`src/rtl/lps_sup_pkg.sv`:
```
// Package: shared types for the link power status supervisor.
// Assumes: nothing; holds only the controller state encoding.
package lps_sup_pkg;

    // Interface control states
    typedef enum logic [1:0] {
        ST_OFF = 2'd0,   // interface shut off, waiting for link power
        ST_ON  = 2'd1,   // interface enabled, power status high
        ST_LOW = 2'd2    // interface enabled, measuring a low interval
    } sup_state_t;

endpackage

```
`src/rtl/lps_sync.sv`:
```
// Module: lps_sync
// Brings the asynchronous power status line into the clock domain with a
// chain of STAGES flops. Assumes STAGES >= 2; the reset value is "low"
// (link unpowered).
module lps_sync #(
    parameter int STAGES = 2
) (
    input  logic clk,
    input  logic rst_n,
    input  logic d_async,
    output logic q_sync
);
    logic [STAGES-1:0] chain;

    // Purpose: shift the raw level through the flop chain
    always_ff @(posedge clk) begin
        if (!rst_n) chain <= '0;
        else        chain <= {chain[STAGES-2:0], d_async};
    end

    assign q_sync = chain[STAGES-1];
endmodule

```
`src/rtl/lps_low_timer.sv`:
```
// Module: lps_low_timer
// Counts consecutive cycles for which the synchronized power status is low.
// The count saturates at OFF_THR and clears on the first high cycle.
// Assumes: lps_s is already synchronous to clk.
module lps_low_timer #(
    parameter int OFF_THR = 1229,
    parameter int CW      = $clog2(OFF_THR + 1)
) (
    input  logic          clk,
    input  logic          rst_n,
    input  logic          lps_s,
    output logic [CW-1:0] low_cnt
);
    localparam logic [CW-1:0] CNT_MAX = CW'(OFF_THR);

    // Purpose: saturating low-interval counter
    always_ff @(posedge clk) begin
        if (!rst_n)                    low_cnt <= '0;
        else if (lps_s)                low_cnt <= '0;
        else if (low_cnt != CNT_MAX)   low_cnt <= low_cnt + 1'b1;
    end
endmodule

```
`src/rtl/lps_ctrl_fsm.sv`:
```
// Module: lps_ctrl_fsm
// Decides the interface state from the synchronized power status and the
// length of the current low interval. Short dips are ignored, medium ones
// end in one reset pulse, long ones shut the interface off.
// Assumes: low_cnt counts edges with lps_s low and saturates at OFF_THR.
module lps_ctrl_fsm
    import lps_sup_pkg::*;
#(
    parameter int RST_THR = 59,
    parameter int OFF_THR = 1229,
    parameter int CW      = $clog2(OFF_THR + 1)
) (
    input  logic          clk,
    input  logic          rst_n,
    input  logic          lps_s,
    input  logic [CW-1:0] low_cnt,
    output logic          if_enable,
    output logic          if_reset,
    output logic          if_disabled
);
    localparam logic [CW-1:0] RST_C = CW'(RST_THR);
    localparam logic [CW-1:0] OFF_C = CW'(OFF_THR);

    sup_state_t state, state_nxt;
    logic       pulse_nxt;

    // Purpose: next-state and reset-pulse decision
    always_comb begin
        state_nxt = state;
        pulse_nxt = 1'b0;
        case (state)
            ST_OFF: if (lps_s) state_nxt = ST_ON;
            ST_ON:  if (!lps_s) state_nxt = ST_LOW;
            ST_LOW: begin
                if (low_cnt >= OFF_C) begin
                    state_nxt = ST_OFF;
                end else if (lps_s) begin
                    state_nxt = ST_ON;
                    pulse_nxt = (low_cnt >= RST_C);
                end
            end
            default: state_nxt = ST_OFF;
        endcase
    end

    // Purpose: state and pulse registers
    always_ff @(posedge clk) begin
        if (!rst_n) begin
            state    <= ST_OFF;
            if_reset <= 1'b0;
        end else begin
            state    <= state_nxt;
            if_reset <= pulse_nxt;
        end
    end

    assign if_enable   = (state != ST_OFF);
    assign if_disabled = (state == ST_OFF);


    pulse_width_chk: assert property (@(posedge clk) disable iff (!rst_n)
        if_reset |=> !if_reset);

    pulse_enabled_chk: assert property (@(posedge clk) disable iff (!rst_n)
        if_reset |-> if_enable);

    glitch_ignored_chk: assert property (@(posedge clk) disable iff (!rst_n)
        (state == ST_LOW && lps_s && low_cnt < RST_C) |=> !if_reset);

    off_needs_long_low_chk: assert property (@(posedge clk) disable iff (!rst_n)
        $rose(if_disabled) |-> ($past(low_cnt) >= OFF_C));

    wake_no_pulse_chk: assert property (@(posedge clk) disable iff (!rst_n)
        (state == ST_OFF && lps_s) |=> (if_enable && !if_reset));
endmodule

```
`src/rtl/lps_linkon_gen.sv`:
```
// Module: lps_linkon_gen
// Produces the wake-up clock to the link layer. A link-on strobe seen while
// the interface is off starts it; the link-control bit stops it. The output
// is the top bit of a free-running divider, held low while idle.
// Assumes: DIV is a power of two, at least 2.
module lps_linkon_gen #(
    parameter int DIV = 8,
    parameter int DW  = (DIV > 2) ? $clog2(DIV) : 1
) (
    input  logic clk,
    input  logic rst_n,
    input  logic link_off,
    input  logic linkon_pkt,
    input  logic lctrl_set,
    output logic linkon_out
);
    logic          active, active_nxt;
    logic [DW-1:0] div_cnt;

    // Purpose: start/stop decision, stop has priority
    always_comb begin
        active_nxt = active;
        if (lctrl_set)                  active_nxt = 1'b0;
        else if (linkon_pkt && link_off) active_nxt = 1'b1;
    end

    // Purpose: run flag and clock divider
    always_ff @(posedge clk) begin
        if (!rst_n) begin
            active  <= 1'b0;
            div_cnt <= '0;
        end else begin
            active  <= active_nxt;
            div_cnt <= active_nxt ? div_cnt + 1'b1 : '0;
        end
    end

    assign linkon_out = div_cnt[DW-1];


    linkon_stop_chk: assert property (@(posedge clk) disable iff (!rst_n)
        lctrl_set |=> !linkon_out);

    linkon_idle_chk: assert property (@(posedge clk) disable iff (!rst_n)
        (!active && !link_off) |=> !linkon_out);
endmodule

```
`src/rtl/lps_supervisor.sv`:
```
// Module: lps_supervisor (top)
// Supervises the interface between the physical layer and the link layer
// from the link power status line, and drives the wake-up clock.
// Assumes: linkon_pkt and lctrl_set are synchronous to clk; lps_in may be
// asynchronous. Thresholds are given in clk cycles.
module lps_supervisor #(
    parameter int RST_THR     = 59,
    parameter int OFF_THR     = 1229,
    parameter int LINKON_DIV  = 8,
    parameter int SYNC_STAGES = 2
) (
    input  logic clk,
    input  logic rst_n,
    input  logic lps_in,
    input  logic linkon_pkt,
    input  logic lctrl_set,
    output logic if_enable,
    output logic if_reset,
    output logic if_disabled,
    output logic linkon_out
);
    localparam int CW = $clog2(OFF_THR + 1);

    logic          lps_s;
    logic [CW-1:0] low_cnt;

    lps_sync #(.STAGES(SYNC_STAGES)) u_sync (
        .clk     (clk),
        .rst_n   (rst_n),
        .d_async (lps_in),
        .q_sync  (lps_s)
    );

    lps_low_timer #(.OFF_THR(OFF_THR), .CW(CW)) u_timer (
        .clk     (clk),
        .rst_n   (rst_n),
        .lps_s   (lps_s),
        .low_cnt (low_cnt)
    );

    lps_ctrl_fsm #(.RST_THR(RST_THR), .OFF_THR(OFF_THR), .CW(CW)) u_fsm (
        .clk         (clk),
        .rst_n       (rst_n),
        .lps_s       (lps_s),
        .low_cnt     (low_cnt),
        .if_enable   (if_enable),
        .if_reset    (if_reset),
        .if_disabled (if_disabled)
    );

    lps_linkon_gen #(.DIV(LINKON_DIV)) u_linkon (
        .clk        (clk),
        .rst_n      (rst_n),
        .link_off   (if_disabled),
        .linkon_pkt (linkon_pkt),
        .lctrl_set  (lctrl_set),
        .linkon_out (linkon_out)
    );
endmodule

```
`config.mk`:
```
export PLATFORM = sky130hd
export DESIGN_NAME = lps_supervisor
export DESIGN_NICKNAME = d
export VERILOG_FILES = /design/src/rtl/lps_sup_pkg.sv /design/src/rtl/lps_sync.sv /design/src/rtl/lps_low_timer.sv /design/src/rtl/lps_ctrl_fsm.sv /design/src/rtl/lps_linkon_gen.sv /design/src/rtl/lps_supervisor.sv
export SDC_FILE = /design/constraint.sdc
export NUM_CORES = 1
export LEC_CHECK = 0
export ABC_AREA = 1
export BUFFER_PORTS_ARGS = -buffer_cell sky130_fd_sc_hd__buf_2
export CAP_MARGIN = 10
export CORE_MARGIN = 4
export CORE_UTILIZATION = 61
export DETAILED_ROUTE_END_ITERATION = 16
export PLACE_DENSITY = 0.79
export SYNTH_ARGS = -nofsm -noshare
export SYNTH_HDL_FRONTEND = slang
export SYNTH_HIERARCHICAL = 1
export SYNTH_SLANG_ARGS = --single-unit
```
`constraint.sdc`:
```
create_clock -name clk -period 2.7 [get_ports clk]
set_clock_uncertainty 0.1 [all_clocks]
set_input_delay 0 -clock clk [delete_from_list [all_inputs] [get_ports clk]]
set_output_delay 0 -clock clk [all_outputs]
set_load 0.05 [all_outputs]
```
* Word level (Yosys, flattened, before mapping) *
Index checks and enable logic that the tools add are counted.

storage, ports and cells
  register bits = 20
  input port bits = 5
  output and inout bits = 4
  word-level logic and storage cells = 29

operators by class
  add/subtract/negate cells = 2
  order comparisons = 2
  eq/ne operators = 4
  multiplexer cells = 6
  bitwise logic cells = 3
  reduce and logical (&&, ||, !) cells = 6

operators by type and width
  cell                                                                 count
  adder 11 x 1 -> 11 bit (second input constant)                       1
  greater-or-equal comparator 11 bit (second input constant)           1
  greater-or-equal comparator 11 x 6 -> 1 bit (second input constant)  1
  != test 11 bit (second input constant)                               1
  two-way mux 2 bit                                                    3
  case mux 2 bit (3 select lines)                                      1
  OR reduction 4 bit                                                   1
  adder 3 x 1 -> 3 bit (second input constant)                         1
  NOT 1 bit                                                            3
  equality test 2 x 1 -> 1 bit (second input constant)                 1
  equality test 2 bit (second input constant)                          1
  logical NOT 2 bit                                                    1
  two-way mux 1 bit                                                    2
  != test 2 bit (second input constant)                                1
  AND reduction 2 bit                                                  1
  nonzero test 2 bit                                                   1
  OR reduction 2 bit                                                   1
  logical AND 1 bit                                                    1

* Logic depth before layout (Yosys ltp) *
  depth after elaboration = 5
  depth in mapped cells = 8
  mapped depth without buffers = 8

* Cells and area by module *
The synthesis kept the hierarchy.

modules (own cells, without submodules)
  module          times used  cells each  area an instance (sq um)  seq. area each (sq um)
  lps_low_timer   1           89          600.6                     220.2
  lps_ctrl_fsm    1           44          249.0                     60.1
  lps_linkon_gen  1           21          157.7                     80.1
  lps_sync        1           6           55.1                      40.0

* Worst setup path before layout *
Ideal clock, no wire load.

  path kind = register to output
  start = register u_fsm.state[1]
  end = output if_enable
  data arrival time = 1.502 ns
  required time = 2.600 ns
  path slack = 1.098 ns
  cell stages (with the launch flop) = 3
  buffers on the path = 0
  path through = dfxtp_1 > nor2_1 > inv_1

on the way
  cells in the longest elaborated chain, start to end = 1

ends and longest elaborated chain
  what                    RTL line              text
  start, declared         lps_ctrl_fsm.sv:24    sup_state_t state, state_nxt;
  start signal, assigned  lps_ctrl_fsm.sv:52    state <= state_nxt;
  nonzero test 2 bit      lps_ctrl_fsm.sv:57    assign if_enable = (state != ST_OFF);
  end, declared           lps_supervisor.sv:17  output logic if_enable,

No other way between the ends.

* Final worst setup path *
  start = register u_fsm.state[1]
  end = register u_linkon.div_cnt[2]

on the way
  cells in the longest elaborated chain, start to end = 5

ends and longest elaborated chain
  what                                  RTL line              text
  logical NOT 2 bit                     lps_ctrl_fsm.sv:58    assign if_disabled = (state == ST_OFF);
  logical AND 1 bit                     lps_linkon_gen.sv:24  else if (linkon_pkt && link_off) active_nxt = 1'b1;
  two-way mux 1 bit                     lps_linkon_gen.sv:24
  two-way mux 1 bit                     lps_linkon_gen.sv:23  if (lctrl_set) active_nxt = 1'b0;
  AND reduction 2 bit (no source line)  -
  end signal, assigned                  lps_linkon_gen.sv:34  div_cnt <= active_nxt ? div_cnt + 1'b1 : '0;
  end, declared                         lps_linkon_gen.sv:18  logic [DW-1:0] div_cnt;

No other way between the ends.
A chain may end at the register's enable or synchronous reset.

==> impl_metrics.json <==
{
  "peakVddDrop_mv": 0.485,
  "drt-total-wl_um": 1970,
  "htreeDepth": 1,
  "p_leak_uw": 0.000526,
  "path_clk_slew_ns": 0.11,
  "rrSetupSlack_ns": 1.14,
  "hold_violations": 0,
  "critPathArrivalTime_ns": 1.71,
  "slowest_delay_ns": 0.61,
  "cts_buffer_depth": 2,
  "final_max_slew_viol_count": 0,
  "slew_headroom": 0.718,
  "synth_area_per_cell_um2": 6.64,
  "netlist_instances": 160,
  "worstSetupPathType": "reg -> reg",
  "cts.sinks": 20,
  "dieHeight_um": 49.7,
  "path_max_fanout": 4,
  "grt_pass1_vias": 849,
  "status": "finished clean",
  "ys_top_cells_by_area": "dfxtp_1 38%, nand2_1 14%, inv_1 11%",
  "dr.pass1.iters": 6,
  "final.setup.tns_ns": 0,
  "synth_top_area_share": 0.377,
  "grt_max_degree": 13,
  "comb_power_share": 0.076,
  "initial_core_util": 0.674,
  "clkLatencyLatePin_ns": 0.30,
  "grt_pass1_wl_um": 3570,
  "detail_route.iter0.violations": 18,
  "drc": 0,
  "fp.dieW_um": 49.7,
  "portBuffers": 8,
  "drive_above_1_share": 0.136,
  "gp_congestion": 0.875,
  "power_density_mw_per_mm2": 489,
  "holdPathEnd": "u_sync/chain[1]$_SDFF_PN0_",
  "synthesis.area_mm2": 0.00106,
  "syn_nets": 168,
  "hold_path_depth": 2,
  "vias_per_cell": 4.99,
  "cap_viol_max_count": 0,
  "synth.distinct_cells": 20,
  "grt_antenna_before_repair": 0,
  "reg2regPathDepth": 6,
  "startpoint_type": "flip-flop",
  "max_freq_ghz": 0.640,
  "dp.cells": 184,
  "p_clk_frac": 0.404,
  "critical-path-top-delay-family": "buffers and inverters",
  "yosysSeqAreaShare": 0.377,
  "cts_tree": "done",
  "grt_overflow": 0,
  "synth_edf_count": 0,
  "numCtsBuffers": 3,
  "syn_to_final_growth_pct": 15.3,
  "dpl.hpwl_um": 1460,
  "worstMarginPinSlew_ns": 0.422,
  "synth_ff_type": "dfxtp_1",
  "core_mm2": 0.00158,
  "boundaryPins": 9,
  "p_int_uw": 471,
  "synth_seq_cells": 20,
  "yosysTopAreaCell": "dfxtp_1",
  "track_usage": 0.185,
  "swShare": 0.212,
  "vias": 964,
  "hp-class": "reg -> reg",
  "yosysWarnings": 6,
  "required_ns": 2.84,
  "min_from": "u_sync/chain[0]$_SDFF_PN0_",
  "layout.cells.non_filler": 193,
  "power_frac_seq": 0.520,
  "path_cells": "nor2_1 -> nand2_1 -> nand2_1 -> nand2_2 -> dlygate4sd3_1 -> nor2_1",
  "n_antenna_cell": 0,
  "r2r_end": "u_linkon/div_cnt[2]$_SDFF_PN0_",
  "reg2reg_from": "u_fsm/state[1]$_SDFFE_PN0P_",
  "cp-end-kind": "flip-flop",
  "crit_buf_inv": 1,
  "die-area_mm2": 0.00247,
  "cp_slowest_cell": "dlygate4sd3_1",
  "wl_per_cell_um": 10.2,
  "antenna_left": 0,
  "synth_common_cells": "39 x nand2_1, 30 x inv_1, 27 x nor2_1, 20 x dfxtp_1, 10 x nand3_1",
  "rsz0062_at_grt": "no",
  "synth.most_common_cell": "nand2_1",
  "num-nets-final": 186,
  "min_period_ns": 1.56,
  "finalCritPeriodShare": 0.579,
  "synthArstFlopShare": 0,
  "power_switching_uw": 127,
  "num_rows": 14,
  "setup_viol": 0,
  "postCtsSetupBuffers": 0,
  "cts_root_buf": "clkbuf_4"
}
## area by class of cell
cell class	count	area (um2)
Timing Repair Buffer	13	90.1
Clock inverter	1	30.0
Fill cell	132	352
Tap cell	16	20.0
Clock buffer	3	22.5
Sequential cell	20	400
Multi-Input combinational cell	109	546
Inverter	31	116
## cells in the final DEF (no fill, tap or decap), types with 3 or more instances in the layout
cell / synthesis / routed
nand2_1: 39 / 39
inv_1: 30 / 30
nor2_1: 27 / 27
dfxtp_1: 20 / 20
nand3_1: 10 / 10
a21oi_1: 9 / 9
buf_2: 0 / 8
dlygate4sd3_1: 0 / 5
nand3_2: 4 / 4
clkbuf_4: 0 / 3
ha_1: 3 / 3
## through the flow
stage	cell area, um2	util	power [uW]	setup slack [ns]	hold WS (ns)
CTS	1220	0.777	604	1.13	0.324
global route	1220	0.777	629	1.00	0.341
global placement	1120	0.712	356	1.36	0.0833
finish	1220	0.777	598	1.14	0.334
floorplan	1060	-	346	1.10	-0.00655
detailed placement	1120	0.712	358	1.34	0.0900
## tightest hold or removal path, stage by stage (launching register included)
cell and delay (ns):
dfxtp_1 0.32, nand2_1 0.05, inv_1 0.03
## registers in the layout, summed over array words and instances (netlist names)
register and count:
u_sync/chain 2, u_linkon/active 1, u_timer/low_cnt 11, u_fsm/state 2, u_linkon/div_cnt 3, u_fsm/if_reset 1
## power groups by stage
stage	Combinational (uW)	Clock, uW	Sequential (uW)
finish	45.6	242	311
global route	51.8	264	313
CTS	45.3	248	311
detailed placement	39.7	0	318
global placement	38.8	0	317
floorplan	29.7	0	316
## routing by layer
layer / routed length, um / vias to the layer above / GRT usage
met5: 0 / - / 0
met4: 16 / 0 / 0.0691
met3: 46 / 2 / 0.0361
met2: 946 / 12 / 0.297
met1: 959 / 429 / 0.244
li1: - / 521 / -
## kinds of logic (layout without fill, tap and decap cells)
logic type      after synthesis  count (layout)  synth area share
flops                        20              20             0.377
xor+xnor                      3               3            0.0247
compound gates               15              15            0.0801
buf+inv                      31              48             0.110
simple gates                 88              88             0.373
fa+ha+maj                     3               3            0.0353
## timing repair
item                      4_1_cts  5_1_grt
hold buffers                    5        0
hold endpoints to repair        9        0
gates resized for setup         0        0
## worst max path at each step
stage	end	slack [ns]	depth (start not counted)	startpoint
finish	u_linkon/div_cnt[2]$_SDFF_PN0_	1.14	6	u_fsm/state[1]$_SDFFE_PN0P_
floorplan	if_enable	1.10	2	u_fsm/state[1]$_SDFFE_PN0P_
global placement	u_timer/low_cnt[8]$_SDFFE_PP0P_	1.36	5	u_timer/low_cnt[0]$_SDFFE_PP0P_
CTS	u_linkon/div_cnt[2]$_SDFF_PN0_	1.13	6	u_fsm/state[1]$_SDFFE_PN0P_
global route	u_linkon/div_cnt[2]$_SDFF_PN0_	1.00	6	u_fsm/state[1]$_SDFFE_PN0P_
detailed placement	u_timer/low_cnt[8]$_SDFFE_PP0P_	1.34	6	u_timer/low_cnt[0]$_SDFFE_PP0P_
Power figures use the tool's default switching activity.
